### config.mk
export PLATFORM = sky130hd
export DESIGN_NAME = xmem_router
export DESIGN_NICKNAME = d
export VERILOG_FILES = /design/src/rtl/xmr_pkg.sv /design/src/rtl/xmr_rst_sync.sv /design/src/rtl/xmr_cfg_reg.sv /design/src/rtl/xmr_decode.sv /design/src/rtl/xmr_ext_fsm.sv /design/src/rtl/xmem_router.sv
export SDC_FILE = /design/constraint.sdc
export NUM_CORES = 1
export LEC_CHECK = 0
export CAP_MARGIN = 40
export CORE_MARGIN = 4
export CORE_UTILIZATION = 46
export CTS_CLUSTER_DIAMETER = 120
export CTS_CLUSTER_SIZE = 10
export DETAILED_ROUTE_END_ITERATION = 12
export PLACE_DENSITY = 0.95
export SYNTH_ARGS = -nofsm -noshare
export SYNTH_HDL_FRONTEND = slang
export SYNTH_SLANG_ARGS = --single-unit
### constraint.sdc
create_clock -name clk -period 4 [get_ports clk]
set_input_delay 0.8 -clock clk [delete_from_list [all_inputs] [get_ports clk]]
set_output_delay 0.8 -clock clk [all_outputs]
set_load 0.02 [all_outputs]
### src/rtl/xmr_pkg.sv
package xmr_pkg;

  typedef enum logic [1:0] {
    MODE_LOCAL      = 2'b00,
    MODE_SPLIT_PORT = 2'b01,
    MODE_SPLIT_PAGE = 2'b10,
    MODE_REMOTE     = 2'b11
  } route_mode_e;

  typedef enum logic [1:0] {
    TGT_NONE = 2'b00,
    TGT_RAM  = 2'b01,
    TGT_FIFO = 2'b10,
    TGT_EXT  = 2'b11
  } target_e;

  typedef struct packed {
    logic        fifo_en;
    route_mode_e mode;
  } route_cfg_t;

  localparam int CFG_FIFO_BIT = 6;
  localparam int CFG_MODE_LSB = 2;

endpackage

### src/rtl/xmr_rst_sync.sv
module xmr_rst_sync #(
  parameter int STAGES = 2
) (
  input  logic clk,
  input  logic rst_n_in,
  output logic rst_n_out
);

  logic [STAGES-1:0] sync_q;
  logic [STAGES-1:0] sync_d;

  always_comb begin
    sync_d = {sync_q[STAGES-2:0], 1'b1};
  end

  always_ff @(posedge clk or negedge rst_n_in) begin
    if (!rst_n_in) begin
      sync_q <= '0;
    end else begin
      sync_q <= sync_d;
    end
  end

  assign rst_n_out = sync_q[STAGES-1];

endmodule

### src/rtl/xmr_cfg_reg.sv
module xmr_cfg_reg
  import xmr_pkg::*;
#(
  parameter logic [7:0] RESET_VAL  = 8'h03,
  parameter logic [7:0] WRITE_MASK = 8'h5F
) (
  input  logic       clk,
  input  logic       rst_n,
  input  logic       wr_en,
  input  logic [7:0] wr_data,
  output logic [7:0] rd_data,
  output route_cfg_t cfg
);

  logic [7:0] cfg_q;
  logic [7:0] cfg_d;

  always_comb begin
    cfg_d = cfg_q;
    if (wr_en) begin
      cfg_d = wr_data & WRITE_MASK;
    end
  end

  always_ff @(posedge clk or negedge rst_n) begin
    if (!rst_n) begin
      cfg_q <= RESET_VAL;
    end else begin
      cfg_q <= cfg_d;
    end
  end

  assign rd_data     = cfg_q;
  assign cfg.fifo_en = cfg_q[CFG_FIFO_BIT];
  assign cfg.mode    = route_mode_e'(cfg_q[CFG_MODE_LSB +: 2]);

endmodule

### src/rtl/xmr_decode.sv
module xmr_decode
  import xmr_pkg::*;
#(
  parameter int ADDR_W     = 16,
  parameter int LO_W       = 8,
  parameter int RAM_BYTES  = 2048,
  parameter int FIFO_BASE  = 'h400,
  parameter int FIFO_BYTES = 1024
) (
  input  route_cfg_t              cfg,
  input  logic                    usb_clk_ok,
  input  logic [ADDR_W-LO_W-1:0]  page_hi,
  input  logic [ADDR_W-LO_W-1:0]  port_hi,
  input  logic                    wide,
  input  logic [ADDR_W-1:0]       addr,
  output target_e                 target,
  output logic [ADDR_W-1:0]       phys_addr
);

  localparam logic [ADDR_W:0]   RAM_LIMIT = (ADDR_W+1)'(RAM_BYTES);
  localparam logic [ADDR_W-1:0] RAM_MASK  = ADDR_W'(RAM_BYTES - 1);
  localparam logic [ADDR_W:0]   WIN_LO    = (ADDR_W+1)'(FIFO_BASE);
  localparam logic [ADDR_W:0]   WIN_HI    = (ADDR_W+1)'(FIFO_BASE + FIFO_BYTES);

  logic [ADDR_W-1:0] paged_addr;
  logic              below_ram;
  logic              in_window;
  logic              window_open;
  logic [ADDR_W-1:0] split_ext_addr;

  // 8-bit accesses classify with the page byte; wide ones use the full address
  always_comb begin
    if (wide) begin
      paged_addr = addr;
    end else begin
      paged_addr = {page_hi, addr[LO_W-1:0]};
    end
  end

  always_comb begin
    below_ram   = ({1'b0, paged_addr} < RAM_LIMIT);
    in_window   = ({1'b0, paged_addr} >= WIN_LO) && ({1'b0, paged_addr} < WIN_HI);
    window_open = cfg.fifo_en && usb_clk_ok && in_window;
  end

  // upper byte source for 8-bit off-chip traffic in the split modes
  always_comb begin
    if (wide) begin
      split_ext_addr = addr;
    end else if (cfg.mode == MODE_SPLIT_PORT) begin
      split_ext_addr = {port_hi, addr[LO_W-1:0]};
    end else begin
      split_ext_addr = {page_hi, addr[LO_W-1:0]};
    end
  end

  always_comb begin
    target    = TGT_NONE;
    phys_addr = paged_addr;
    if (window_open) begin
      target    = TGT_FIFO;
      phys_addr = paged_addr;
    end else begin
      unique case (cfg.mode)
        MODE_LOCAL: begin
          target    = TGT_RAM;
          phys_addr = paged_addr & RAM_MASK;
        end
        MODE_SPLIT_PORT, MODE_SPLIT_PAGE: begin
          if (below_ram) begin
            target    = TGT_RAM;
            phys_addr = paged_addr;
          end else begin
            target    = TGT_EXT;
            phys_addr = split_ext_addr;
          end
        end
        MODE_REMOTE: begin
          target    = TGT_EXT;
          phys_addr = paged_addr;
        end
        default: begin
          target    = TGT_NONE;
          phys_addr = paged_addr;
        end
      endcase
    end
  end

endmodule

### src/rtl/xmr_ext_fsm.sv
module xmr_ext_fsm #(
  parameter int ADDR_W = 16,
  parameter int DATA_W = 8
) (
  input  logic              clk,
  input  logic              rst_n,
  input  logic              launch,
  input  logic              ext_done,
  input  logic [ADDR_W-1:0] addr_in,
  input  logic              we_in,
  input  logic [DATA_W-1:0] wdata_in,
  output logic              busy,
  output logic [ADDR_W-1:0] lat_addr,
  output logic              lat_we,
  output logic [DATA_W-1:0] lat_wdata
);

  typedef enum logic {
    ST_IDLE = 1'b0,
    ST_WAIT = 1'b1
  } ext_state_e;

  ext_state_e        state_q, state_d;
  logic              cap_en;
  logic [ADDR_W-1:0] addr_q;
  logic              we_q;
  logic [DATA_W-1:0] wdata_q;

  always_comb begin
    state_d = state_q;
    cap_en  = 1'b0;
    unique case (state_q)
      ST_IDLE: begin
        if (launch) begin
          state_d = ST_WAIT;
          cap_en  = 1'b1;
        end
      end
      ST_WAIT: begin
        if (ext_done) begin
          state_d = ST_IDLE;
        end
      end
      default: state_d = ST_IDLE;
    endcase
  end

  always_ff @(posedge clk or negedge rst_n) begin
    if (!rst_n) begin
      state_q <= ST_IDLE;
    end else begin
      state_q <= state_d;
    end
  end

  always_ff @(posedge clk or negedge rst_n) begin
    if (!rst_n) begin
      addr_q  <= '0;
      we_q    <= 1'b0;
      wdata_q <= '0;
    end else if (cap_en) begin
      addr_q  <= addr_in;
      we_q    <= we_in;
      wdata_q <= wdata_in;
    end
  end

  assign busy      = (state_q == ST_WAIT);
  assign lat_addr  = addr_q;
  assign lat_we    = we_q;
  assign lat_wdata = wdata_q;

endmodule

### src/rtl/xmem_router.sv
module xmem_router
  import xmr_pkg::*;
#(
  parameter int ADDR_W      = 16,
  parameter int DATA_W      = 8,
  parameter int RAM_BYTES   = 2048,
  parameter int FIFO_BASE   = 'h400,
  parameter int FIFO_BYTES  = 1024,
  parameter int SYNC_STAGES = 2
) (
  input  logic              clk,
  input  logic              rst_n,
  input  logic              cfg_wr_en,
  input  logic [7:0]        cfg_wr_data,
  output logic [7:0]        cfg_rd_data,
  input  logic [7:0]        page_hi,
  input  logic [7:0]        port_hi,
  input  logic              usb_clk_ok,
  input  logic              req_valid,
  input  logic              req_wide,
  input  logic              req_write,
  input  logic [ADDR_W-1:0] req_addr,
  input  logic [DATA_W-1:0] req_wdata,
  output logic              stall,
  output logic              ram_sel,
  output logic              fifo_sel,
  output logic              ext_req,
  input  logic              ext_done,
  output logic [ADDR_W-1:0] res_addr,
  output logic              mem_we,
  output logic [DATA_W-1:0] mem_wdata
);

  localparam int LO_W = ADDR_W - 8;

  logic              rst_n_int;
  route_cfg_t        cfg;
  target_e           target;
  logic [ADDR_W-1:0] phys_addr;
  logic              launch;
  logic              busy;
  logic [ADDR_W-1:0] lat_addr;
  logic              lat_we;
  logic [DATA_W-1:0] lat_wdata;

  xmr_rst_sync #(
    .STAGES(SYNC_STAGES)
  ) u_rst_sync (
    .clk      (clk),
    .rst_n_in (rst_n),
    .rst_n_out(rst_n_int)
  );

  xmr_cfg_reg u_cfg (
    .clk    (clk),
    .rst_n  (rst_n_int),
    .wr_en  (cfg_wr_en),
    .wr_data(cfg_wr_data),
    .rd_data(cfg_rd_data),
    .cfg    (cfg)
  );

  xmr_decode #(
    .ADDR_W    (ADDR_W),
    .LO_W      (LO_W),
    .RAM_BYTES (RAM_BYTES),
    .FIFO_BASE (FIFO_BASE),
    .FIFO_BYTES(FIFO_BYTES)
  ) u_decode (
    .cfg       (cfg),
    .usb_clk_ok(usb_clk_ok),
    .page_hi   (page_hi),
    .port_hi   (port_hi),
    .wide      (req_wide),
    .addr      (req_addr),
    .target    (target),
    .phys_addr (phys_addr)
  );

  assign launch = req_valid && !busy && (target == TGT_EXT);

  xmr_ext_fsm #(
    .ADDR_W(ADDR_W),
    .DATA_W(DATA_W)
  ) u_ext (
    .clk      (clk),
    .rst_n    (rst_n_int),
    .launch   (launch),
    .ext_done (ext_done),
    .addr_in  (phys_addr),
    .we_in    (req_write),
    .wdata_in (req_wdata),
    .busy     (busy),
    .lat_addr (lat_addr),
    .lat_we   (lat_we),
    .lat_wdata(lat_wdata)
  );

  always_comb begin
    ram_sel  = req_valid && !busy && (target == TGT_RAM);
    fifo_sel = req_valid && !busy && (target == TGT_FIFO);
    ext_req  = busy;
    stall    = launch || (busy && !ext_done);
    if (busy) begin
      res_addr  = lat_addr;
      mem_we    = lat_we;
      mem_wdata = lat_wdata;
    end else begin
      res_addr  = phys_addr;
      mem_we    = req_valid && req_write;
      mem_wdata = req_wdata;
    end
  end

endmodule

==> impl_metrics.yaml <==
clock_tree:
  cts_root_buf: "clkbuf_8"
  cts_hold_buffers: 0
  clk_path_buf_depth: 2
  worstSkewPairLatency_ns: 0.28
  cts_setup_buffers: 0
  path_clk_slew_ns: 0.06
  cts_inserted_buffers: 5
  postCtsResizedCells: 0
  cts_tree: "done"
  clock_sinks: 34
  cts_max_level: 2
synth:
  yosys_warnings: 0
  synth_cell_types: 32
  avgSynthCellArea_um2: 10.86
  synth_area_um2: 2162
  syn_inst: 199
  yosysSeqAreaShare_pct: 39.47
  ys_ff_latch: 34
  async_reset_ff_share_pct: 100.0
  synthFlopType: "dfrtp_1"
  synth_edf_count: 0
grt:
  track_usage_pct: 17.78
  antenna_found_initial: 0
  grt_pass1_wl_mm: 8.562
  grt_pass1_vias: 1898
  grt_max_degree: 34
  grt_overflow_total: 0
floorplan:
  die_w_um: 76.56
  die_area_um2: 5861
  die_y_um: 76.56
  ios: 93
  core_um2: 4444
  rows: 24
  start_util_pct: 48.65
setup_path:
  cp_slowest_stage_delay_ns: 0.62
  start_kind: "primary input"
  r2r_cells: 7
  worstPathMaxFanout: 16
  cp.depth: 10
  cpMostUsedCell: "buf_4"
  path_cells: "clkdlybuf4s50_1, buf_4, nor4b_2, buf_4, o22ai_4, nand2_4, buf_4, a21oi_1, nor2_1, clkdlybuf4s50_1"
  endpoint_kind: "output port"
  path_delay_family: "buffers and inverters"
  worstPathRequired_ns: 3.20
  critPathKind: "in2out"
  cpMaxStageDelayCell: "clkdlybuf4s50_1"
  cp.arrival_ns: 3.05
  critPathBufInv: 5
  reg2reg_slack_ns: 1.62
power_and_ir_drop:
  p_int_mw: 1.013
  swShare_pct: 31.75
  power.share.sequential_pct: 35.5
  combPwrFrac_pct: 43.2
  cellLeakagePower_nw: 1.473
  powerDensity_nw_per_um2: 452.8
  switchingPower_mw: 0.4713
  vdd_drop_max_mv: 0.3258
  clockPowerShare_pct: 21.2
timing:
  min_period_ns: 3.850
  totalNegativeSetupSlack_ns: 0
  setup_viol: 0
  rsz0062_at_grt: "false"
  fmaxAchievable_mhz: 259.7
  slew_violations: 0
  finalHoldViolations: 0
  max_slew.worst_pin.slew_ns: 0.5989
  relSlewSlack_pct: 60.07
  fin_skew_ns: 0.004846
  period_share_pct: 96.26
layout:
  layout_commonest_cell: "clkdlybuf4s50_1"
  regArea_um2: 853.3
  area_delta_synth_final_pct: 51.62
  num-nets-final: 352
  multi_input_area_um2: 1194
  fin_area_um2: 3278
  drive_gt1_share_pct: 21.16
  nFillCells: 338
  n_antenna_cell: 0
  mostFrequentLayoutCells: "clkdlybuf4s50_1 (79), dfrtp_1 (32), mux2_2 (30)"
place:
  port_buffers: 88
  place_area_um2: 3123
  dp_hpwl_mm: 4.068
  gp_congestion: 0.8012
drt:
  first_pass_iters: 6
  vias: 1827
  postRouteAntennaNets: 0
  viasPerCell: 5.296
  drc_errors: 0
  drt_iter0_drc: 74
  wl_per_cell_um: 15.14
  routed_wl_mm: 5.223
min_path:
  hold_class: "reg2async"
outcome:
  status: "finished clean"
run:
  max-cap-violations: 0
[routing by layer]
layer / GRT usage [%] / part of all wire [%]
met1: 20.33 / 42
met2: 32.07 / 52
met5: 0 / 0
met4: 3.986 / 0.80
met3: 5.792 / 5.2
[worst paths after layout]
path                                 startpoint                   end
setup reg to reg               u_cfg.rd_data[2]     u_ext.lat_addr[8]
setup / recovery                       req_wide               ram_sel
hold reg to reg            u_rst_sync.sync_q[1]     u_ext.lat_addr[3]
max in group asynchronous  u_rst_sync.sync_q[1]    u_ext.lat_wdata[1]
min in group clk           u_rst_sync.sync_q[0]  u_rst_sync.sync_q[1]
hold / removal             u_rst_sync.sync_q[1]     u_ext.lat_addr[3]
[stage by stage]
| stage | utilization [%] | setup slack (ns) | hold WS (ns) | total power [mW] | std cells |
|---|---|---|---|---|---|
| after floorplan | - | 0.9020 | 0.3312 | 0.9057 | 200 |
| final | 73.76 | 0.1498 | 0.2478 | 1.484 | 345 |
| after global placement | 70.27 | 0.02380 | 0.2493 | 1.155 | 338 |
| after CTS | 72.80 | 0.006561 | 0.2706 | 1.506 | 345 |
| after detailed placement | 70.27 | 0.009497 | 0.2643 | 1.185 | 338 |
| after global routing | 73.76 | 0.05601 | 0.3083 | 1.581 | 345 |
[synthesized netlist by cell type (2+ instances only)]
cell type	n	share of area (%)
o21ai_0	17	3.9
buf_6	3	1.6
a32o_1	4	1.9
clkbuf_1	10	1.7
o32ai_1	3	1.2
mux2i_1	17	7.9
nor2_1	6	1.0
buf_4	2	0.69
nand2_1	16	2.8
dfrtp_1	32	37
inv_1	14	2.4
a211oi_1	2	0.69
a21oi_1	5	1.2
mux2_1	13	6.8
ha_1	3	1.7
dfstp_2	2	2.4
conb_1	2	0.35
mux2_2	30	16
a21o_1	3	1.0
nor3_1	3	0.69
[power groups by stage]
stage	Clock [mW]	Combinational, mW	Sequential, mW
floorplan	0	0.380	0.526
global placement	0	0.633	0.521
detailed placement	0	0.649	0.536
CTS	0.325	0.652	0.529
global route	0.341	0.695	0.544
finish	0.315	0.642	0.527
[sequential cells by signal, summed over array words and instances, names as in the netlist]
register	cells
u_ext.lat_addr	16
u_ext.lat_wdata	8
u_cfg.rd_data	6
u_rst_sync.sync_q	2
u_ext.busy	1
u_ext.lat_we	1
[cell families after synthesis]
family,share of synthesized area [%]
mux,30.27
compound gates,13.89
flops,39.47
simple gates,7.870
buf+inv,6.423
fa+ha+maj,1.736
other cells,0.3474
[worst reg2reg max path: stages (launching register included)]
cell and delay [ns]:
dfrtp_1 0.40, inv_1 0.08, ha_1 0.48, nand2_4 0.10, buf_4 0.16, a211oi_4 0.26
buf_4 0.39, mux2_2 0.40
[cell type report]
| class | count | area share [%] |
|---|---|---|
| clock buffer | 6 | 2.519 |
| timing repair buffer | 101 | 30.53 |
| clock inverter | 1 | 0.9160 |
| multi-input combinational | 137 | 36.41 |
| tap | 52 | 1.985 |
| sequential | 34 | 26.03 |
| inverter | 14 | 1.603 |
Power figures use the tool's default switching activity.
